==> src/rtl/line_walk_pkg.sv <==
package line_walk_pkg;

    typedef enum logic [1:0] {
        WALK_IDLE = 2'd0,
        WALK_RUN  = 2'd1,
        WALK_FIN  = 2'd2
    } walk_state_e;

endpackage

==> src/rtl/line_setup.sv <==
// Combinational setup: spans, directions and initial error from endpoints.
module line_setup #(
    parameter int CW = 16,
    parameter int EW = CW + 2
) (
    input  logic [CW-1:0]        from_x,
    input  logic [CW-1:0]        from_y,
    input  logic [CW-1:0]        to_x,
    input  logic [CW-1:0]        to_y,
    output logic signed [EW-1:0] span_x,
    output logic signed [EW-1:0] span_y,
    output logic                 dir_xpos,
    output logic                 dir_ypos,
    output logic signed [EW-1:0] err_init
);
    localparam int PAD = EW - CW;

    logic signed [EW-1:0] raw_x;
    logic signed [EW-1:0] raw_y;

    always_comb begin
        raw_x = $signed({{PAD{1'b0}}, to_x}) - $signed({{PAD{1'b0}}, from_x});
        raw_y = $signed({{PAD{1'b0}}, to_y}) - $signed({{PAD{1'b0}}, from_y});

        // Strictly positive difference selects the incrementing direction.
        dir_xpos = !raw_x[EW-1] && (raw_x != '0);
        dir_ypos = !raw_y[EW-1] && (raw_y != '0);

        // Horizontal span kept non-negative, vertical span kept non-positive.
        span_x = dir_xpos ? raw_x : -raw_x;
        span_y = dir_ypos ? -raw_y : raw_y;

        err_init = span_x + span_y;
    end

endmodule

==> src/rtl/line_stepper.sv <==
// Combinational step: one shared doubled error drives both axis decisions.
module line_stepper #(
    parameter int CW = 16,
    parameter int EW = CW + 2
) (
    input  logic signed [EW-1:0] err,
    input  logic signed [EW-1:0] span_x,
    input  logic signed [EW-1:0] span_y,
    input  logic                 dir_xpos,
    input  logic                 dir_ypos,
    input  logic [CW-1:0]        cur_x,
    input  logic [CW-1:0]        cur_y,
    output logic signed [EW-1:0] err_next,
    output logic [CW-1:0]        x_next,
    output logic [CW-1:0]        y_next
);
    localparam int DW = EW + 1;

    logic signed [DW-1:0] dbl_err;
    logic signed [DW-1:0] wide_sx;
    logic signed [DW-1:0] wide_sy;
    logic                 move_x;
    logic                 move_y;
    logic signed [EW-1:0] add_x;
    logic signed [EW-1:0] add_y;

    always_comb begin
        dbl_err = {err, 1'b0};
        wide_sx = {span_x[EW-1], span_x};
        wide_sy = {span_y[EW-1], span_y};

        move_x = dbl_err > wide_sy;
        move_y = dbl_err < wide_sx;

        add_x = move_x ? span_y : '0;
        add_y = move_y ? span_x : '0;
        err_next = err + add_x + add_y;

        x_next = cur_x;
        if (move_x) begin
            x_next = dir_xpos ? cur_x + CW'(1) : cur_x - CW'(1);
        end

        y_next = cur_y;
        if (move_y) begin
            y_next = dir_ypos ? cur_y + CW'(1) : cur_y - CW'(1);
        end
    end

endmodule

==> src/rtl/line_walker.sv <==
module line_walker #(
    parameter int CW = 16
) (
    input  logic          clk,
    input  logic          rst_n,
    input  logic          start,
    input  logic [CW-1:0] x0,
    input  logic [CW-1:0] y0,
    input  logic [CW-1:0] x1,
    input  logic [CW-1:0] y1,
    output logic [CW-1:0] pix_x,
    output logic [CW-1:0] pix_y,
    output logic          pix_valid,
    output logic          done
);
    import line_walk_pkg::*;

    localparam int EW = CW + 2;

    typedef struct packed {
        walk_state_e          st;
        logic [CW-1:0]        x;
        logic [CW-1:0]        y;
        logic [CW-1:0]        end_x;
        logic [CW-1:0]        end_y;
        logic signed [EW-1:0] err;
        logic signed [EW-1:0] sx;
        logic signed [EW-1:0] sy;
        logic                 xpos;
        logic                 ypos;
    } walk_t;

    localparam walk_t WALK_RST = '{st: WALK_IDLE, default: '0};

    walk_t walk_d;
    walk_t walk_q;

    logic signed [EW-1:0] su_sx;
    logic signed [EW-1:0] su_sy;
    logic                 su_xpos;
    logic                 su_ypos;
    logic signed [EW-1:0] su_err;

    logic signed [EW-1:0] st_err;
    logic [CW-1:0]        st_x;
    logic [CW-1:0]        st_y;
    logic                 at_end;

    line_setup #(.CW(CW), .EW(EW)) u_setup (
        .from_x   (x0),
        .from_y   (y0),
        .to_x     (x1),
        .to_y     (y1),
        .span_x   (su_sx),
        .span_y   (su_sy),
        .dir_xpos (su_xpos),
        .dir_ypos (su_ypos),
        .err_init (su_err)
    );

    line_stepper #(.CW(CW), .EW(EW)) u_step (
        .err      (walk_q.err),
        .span_x   (walk_q.sx),
        .span_y   (walk_q.sy),
        .dir_xpos (walk_q.xpos),
        .dir_ypos (walk_q.ypos),
        .cur_x    (walk_q.x),
        .cur_y    (walk_q.y),
        .err_next (st_err),
        .x_next   (st_x),
        .y_next   (st_y)
    );

    always_comb begin
        walk_d = walk_q;
        at_end = (walk_q.x == walk_q.end_x) && (walk_q.y == walk_q.end_y);

        unique case (walk_q.st)
            WALK_IDLE, WALK_FIN: begin
                if (start) begin
                    walk_d.st    = WALK_RUN;
                    walk_d.x     = x0;
                    walk_d.y     = y0;
                    walk_d.end_x = x1;
                    walk_d.end_y = y1;
                    walk_d.err   = su_err;
                    walk_d.sx    = su_sx;
                    walk_d.sy    = su_sy;
                    walk_d.xpos  = su_xpos;
                    walk_d.ypos  = su_ypos;
                end
            end
            WALK_RUN: begin
                if (at_end) begin
                    walk_d.st = WALK_FIN;
                end else begin
                    walk_d.x   = st_x;
                    walk_d.y   = st_y;
                    walk_d.err = st_err;
                end
            end
            default: walk_d.st = WALK_IDLE;
        endcase
    end

    always_ff @(posedge clk or negedge rst_n) begin
        if (!rst_n) begin
            walk_q <= WALK_RST;
        end else begin
            walk_q <= walk_d;
        end
    end

    assign pix_x     = walk_q.x;
    assign pix_y     = walk_q.y;
    assign pix_valid = (walk_q.st == WALK_RUN);
    assign done      = (walk_q.st == WALK_FIN);

endmodule

==> config.mk <==
export PLATFORM = sky130hd
export DESIGN_NAME = line_walker
export DESIGN_NICKNAME = d
export VERILOG_FILES = /design/src/rtl/line_walk_pkg.sv /design/src/rtl/line_setup.sv /design/src/rtl/line_stepper.sv /design/src/rtl/line_walker.sv
export SDC_FILE = /design/constraint.sdc
export NUM_CORES = 1
export LEC_CHECK = 0
export BUFFER_PORTS_ARGS = -buffer_cell sky130_fd_sc_hd__buf_2
export CORE_MARGIN = 3
export CORE_UTILIZATION = 55
export DETAILED_ROUTE_END_ITERATION = 12
export HOLD_SLACK_MARGIN = 0.02
export MAX_ROUTING_LAYER = met4
export PLACE_DENSITY = 0.76
export RECOVER_POWER = 50
export SLEW_MARGIN = 20
export SYNTH_ARGS = -nofsm -noshare
export SYNTH_HDL_FRONTEND = slang
export SYNTH_HIERARCHICAL = 1
export SYNTH_SLANG_ARGS = --single-unit
==> constraint.sdc <==
create_clock -name clk -period 7.8 [get_ports clk]
set_input_delay 1.56 -clock clk [delete_from_list [all_inputs] [get_ports clk]]
set_output_delay 1.56 -clock clk [all_outputs]
set_load 0.1 [all_outputs]
# Yosys cells after proc, flatten, opt, wreduce, memory -nomap -nowiden

Index checks and enable logic that the tools add are counted.

Flip-flop bits (word level): 122
Bits of input ports: 67
Output and inout port bits: 34
Word-level logic and storage cells: 62

$add $sub $neg: 11
$lt $le $gt $ge: 2
Equal/unequal tests: 9
Mux-type cells: 15
Reductions and logical operators: 15

Operators with widths:

| operator              | number |
|---|---|
| $mux 122              | 1 |
| $mux 18               | 5 |
| $mux 16               | 4 |
| $pmux 32 s2           | 1 |
| $add 18x18->18        | 3 |
| $neg 18->18           | 2 |
| $pmux 18 s2           | 1 |
| $reduce_bool 18->1    | 2 |
| $sub 16x16->17        | 2 |
| $add 16x1->16 const B | 2 |
| $eq 16x16->1          | 2 |
| $mux 32               | 1 |
| $sub 16x1->16 const B | 2 |
| $gt 19x18->1          | 1 |
| $lt 19x18->1          | 1 |
| $reduce_and 4->1      | 2 |
| $ne 2x1->1 const B    | 3 |
| $ne 2x2->1 const B    | 2 |
| $pmux 2 s2            | 1 |
| $reduce_and 2->1      | 2 |
| $logic_and 1x1->1     | 3 |
| $reduce_and 3->1      | 1 |
| $eq 2x1->1 const B    | 1 |
| $eq 2x2->1 const B    | 1 |
| other kinds (5)       | 6 |

# Longest topological paths before layout

Word-level depth: 7
Mapped depth: 28

# Hierarchy

Netlist, hierarchy kept.

Modules (own cells, without submodules):

| module       | times used | cells an instance | area an instance (µm²) |
|---|---|---|---|
| line_walker  | 1          | 611               | 6273.5 |
| line_stepper | 1          | 522               | 3890.0 |
| line_setup   | 1          | 458               | 3160.5 |

# Worst setup path before layout

OpenSTA, ideal clock, no wires.

Path type: input-to-reg
Start point: input x1[0]
End point: register walk_q[55] (netlist name)
Setup time: 123 ps
Data arrival time: 7120 ps
Required time: 7677 ps
Slack: 558 ps
Cell stages on the path: 28
Cells stage by stage: inv_1 -> ha_1 -> fa_1 -> or2b_1 -> a21oi_1 -> xor2_1 -> a2111oi_4 -> nand4_1 -> nor4b_1 -> nand4b_1 -> o31a_1 -> buf_2 -> mux2_2 -> inv_1 -> ha_1 -> a21o_1 -> a21oi_1 -> o21ai_0 -> a41o_1 -> a21oi_1 -> a2111oi_0 -> o21a_1 -> o21a_1 -> o41ai_1 -> xnor2_1 -> mux2_2 -> o22a_1 -> o221a_2

Word-level cells in the longest chain between the ends: 7
Elaborated cells between the ends (all ways): 9

RTL lines:

| what                                                  | RTL line           | source |
|---|---|---|
| start: declaration                                    | line_walker.sv:9   | `input logic [CW-1:0] x1,` |
| $sub 16x16->17 *                                      | line_setup.sv:22   | `raw_x = $signed({{PAD{1'b0}}, to_x}) - $signed({{PAD{1'b0}}, from_x});` |
| $reduce_bool 18->1 or $logic_not 1->1 (tied branches) | line_setup.sv:26   | `dir_xpos = !raw_x[EW-1] && (raw_x != '0);` |
| $logic_and 1x1->1 *                                   | line_setup.sv:26   |  |
| named net su_xpos                                     | line_walker.sv:40  | `logic su_xpos;` |
| $mux 18 *                                             | line_setup.sv:30   | `span_x = dir_xpos ? raw_x : -raw_x;` |
| named net su_sx[1]                                    | line_walker.sv:38  | `logic signed [EW-1:0] su_sx;` |
| $add 18x18->18 *                                      | line_setup.sv:33   | `err_init = span_x + span_y;` |
| named net su_err[17]                                  | line_walker.sv:42  | `logic signed [EW-1:0] su_err;` |
| $mux 122 *                                            | line_walker.sv:80  | `if (start) begin` |
| $pmux 18 s2 *                                         | line_walker.sv:78  | `unique case (walk_q.st)` |
| end signal: assignment                                | line_walker.sv:110 | `walk_q <= walk_d;` |
| end: declaration                                      | line_walker.sv:36  | `walk_t walk_q;` |

Mark *: on every way through the listed nets, which the timed path passes. The rest lies on a longest branch. The select of a mux whose other input is x is not followed.
A chain may end at the register's enable or synchronous reset.

# Final worst setup path

Start point: input x0[0]
End point: register walk_q[55] (netlist name)

Word-level cells in the longest chain between the ends: 7
Elaborated cells between the ends (all ways): 9

RTL lines:

| what                                                  | RTL line          | source |
|---|---|---|
| start: declaration                                    | line_walker.sv:7  | `input logic [CW-1:0] x0,` |
| $sub 16x16->17 *                                      | line_setup.sv:22  |  |
| $reduce_bool 18->1 or $logic_not 1->1 (tied branches) | line_setup.sv:26  |  |
| $logic_and 1x1->1 *                                   | line_setup.sv:26  |  |
| named net su_xpos                                     | line_walker.sv:40 |  |
| $mux 18 *                                             | line_setup.sv:30  |  |
| named net su_sx[1]                                    | line_walker.sv:38 |  |
| $add 18x18->18 *                                      | line_setup.sv:33  |  |
| named net su_err[17]                                  | line_walker.sv:42 |  |
| $mux 122 *                                            | line_walker.sv:80 |  |
| $pmux 18 s2 *                                         | line_walker.sv:78 |  |

Marked as above.

==> reports/qor.yml <==
status:
  status: "finished, violations left"
  violations: "max-capacitance violations, max-slew violations"
sta:
  clock.fmax_mhz: 137.7
  fin_setup_tns_ps: 0
  worst_slew_pin_slew_ps: 3536
  hold_violations: 0
  hold_ws_ps: 474.6
  fin_crit_ps: 7263
  slew_headroom: -1.358
  maxSlewViolCount: 250
  rsz0062_at_grt: "no"
  finalClockSkew_ps: 14.87
  setup_viol_count_final: 0
  min_period_over_period: 0.9311
drt:
  remaining_drc_errors: 0
  viasPerCell: 6.010
  postRouteWirelength_um: 35840
  vias: 11880
  antenna_left: 0
  drtIter0Drc: 1120
  wl_per_cell_um: 18.14
  dr.pass1.iters: 5
synth:
  synth_area_um2: 13320
  ys_types: 85
  syn_avg_cell_area_um2: 8.375
  ys_ff_latch: 122
  syn_inst: 1591
  syn-num-nets: 1812
  synth-seq-area-share: 0.2291
  async_flop_share: 1.000
  synth_warnings: 6
  synth_edf_count: 0
  synth_ff_type: "dfrtp_1"
cells_and_area:
  multi_input_area_um2: 9412
  drive_gt1_frac: 0.1547
  regArea_um2: 3054
  fin_util: 0.6137
  syn2layout_area_growth_pct: 8.761
  stdcell_count: 1976
  final_common_cell: "nand2_1"
  nets: 1863
  fillCellCount: 2059
  final_cell_mix: "nand2_1 (272), ha_1 (131), dfrtp_1 (121), inv_1 (106), xnor2_1 (95)"
power_and_ir_drop:
  ir_worst_vdd_uv: 333.0
  p_sw_mw: 3.157
  power.density_nw_per_um2: 439.5
  p_int_mw: 3.213
  p_comb_frac: 0.689
  p_leak_nw: 6.611
  clkPwrFrac: 0.130
  p_total_mw: 6.369
  pwr-share-seq: 0.181
  switching_share: 0.4956
placement:
  dp_hpwl_um: 26810
  globalplace.congestion: 0.9615
  port_buffers: 100
  placedCellCount: 1942
clock_tree:
  cts_setup_buffers: 0
  clockBufferDepth: 2
  cts_sinks: 122
  root_buffer: "clkbuf_16"
  cts_buffers: 17
  cts_tree: "yes"
  cts.htree.levels: 4
  clkLatencyLatePin_ps: 430
  clkTransAtPathRegs_ps: 60
  cts_hold_buf: 0
  cts_resized: 0
worst_setup_path:
  cp-startpoint: "x0[0]"
  critPathKind: "primary input to flop"
  path_max_fanout: 4
  timing.rr.start: "walk_q[51]"
  critPathCaptureType: "flop"
  start_kind: "primary input"
  cp_data_arrival_time_ps: 7570
  required_ps: 8110
floorplanning:
  dieHeight_um: 161.6
  placementRows: 56
  core_region_area_um2: 23610
  die_area_um2: 26130
  die_w_um: 161.6
  ios: 101
  start_util: 0.5643
global_route:
  grt_pass1_vias: 11610
  grt_max_degree: 73
  grt_overflow: 0
  antenna_found_initial: 2
  grt_pass1_wl_um: 58760
  grt_usage: 0.2845
min_path:
  hold_class: "flop to flop"
  min_from: "walk_q[33]"
run:
  max_cap_violations: 4
## critical path, cell delays in order
cell	delay, ps
buf_2	110
ha_1	220
fa_1	410
or2b_1	260
a21oi_1	290
o21ai_0	150
o31ai_1	180
nand4_1	250
nor4b_2	350
nand4b_1	210
o31a_1	330
mux2_2	330
inv_1	90
ha_1	220
a21o_1	170
a21oi_1	200
o21ai_0	150
a41o_1	310
a21oi_1	200
a2111oi_0	170
o21a_1	220
o21a_1	190
o41ai_1	310
xnor2_1	120
mux2_2	270
o22a_1	180
o221a_2	110
## worst paths after layout
| check | to | slack [ps] | cells past startpoint |
|---|---|---|---|
| max in group asynchronous | walk_q[120] | 2420 | 2 |
| min | walk_q[33] | 470 | 2 |
| max reg2reg | walk_q[55] | 1870 | 21 |
| max | walk_q[55] | 540 | 27 |
| min reg2reg | walk_q[33] | 470 | 2 |
| min in group asynchronous | walk_q[42] | 2330 | 1 |
## flip-flops by register name, indices dropped and copies added (netlist names)
signal  flops
walk_q     90
pix_x      16
pix_y      16
## cells in the mapped netlist (all sizes together), types with 23 or more instances
library cell  instances  area share
xnor2                95       0.062
fa                   23       0.035
ha                  131        0.12
xor2                 40       0.026
nor2                 91       0.026
o21ai                60       0.023
dfrtp               122        0.23
o221a                49       0.041
o22a                 50       0.033
nand2               274       0.077
clkbuf               38       0.011
inv                 106       0.030
and2                 25       0.012
a21o                 27       0.015
a21oi                85       0.032
nor3                 31       0.012
buf                  49       0.026
mux2                 59       0.050
## per-stage QoR
stage,instance area [um2],setup slack (ps)
floorplan,13320,557.6
global placement,13900,198.9
detailed placement,13900,133.0
CTS,14510,576.1
global route,14490,74.40
finish,14490,537.1
## power by group through the flow
stage / combinational (mW) / clock (mW) / sequential [mW]
finish: 4.39 / 0.828 / 1.15
CTS: 4.36 / 0.841 / 1.15
floorplan: 3.67 / 0 / 1.06
detailed placement: 4.33 / 0 / 1.16
global route: 4.79 / 0.865 / 1.19
global placement: 4.23 / 0 / 1.15
## cells by family after synthesis
| group | Yosys count | synth area share |
|---|---|---|
| compound gates | 383 | 0.2134 |
| simple gates | 540 | 0.1900 |
| mux | 63 | 0.05287 |
| xor+xnor | 136 | 0.09043 |
| flops | 122 | 0.2291 |
| buf+inv | 193 | 0.06667 |
| fa+ha+maj | 154 | 0.1576 |
## final cells by class
class,instances,share of cell area
timing repair buffer,119,0.04231
sequential,122,0.2108
antenna,2,0.0003454
clock inverter,14,0.01183
clock buffer,18,0.03031
inverter,106,0.02746
multi-input combinational,1276,0.6495
tap,319,0.02754
## per-layer routing
metal,vias to the layer above,global-route usage,share of wire
met1,5652,0.3727,0.45
met5,-,-,0
li1,5760,-,-
met4,0,0.1128,0.031
met2,399,0.4459,0.46
met3,65,0.04258,0.061
Power figures use the tool's default switching activity.
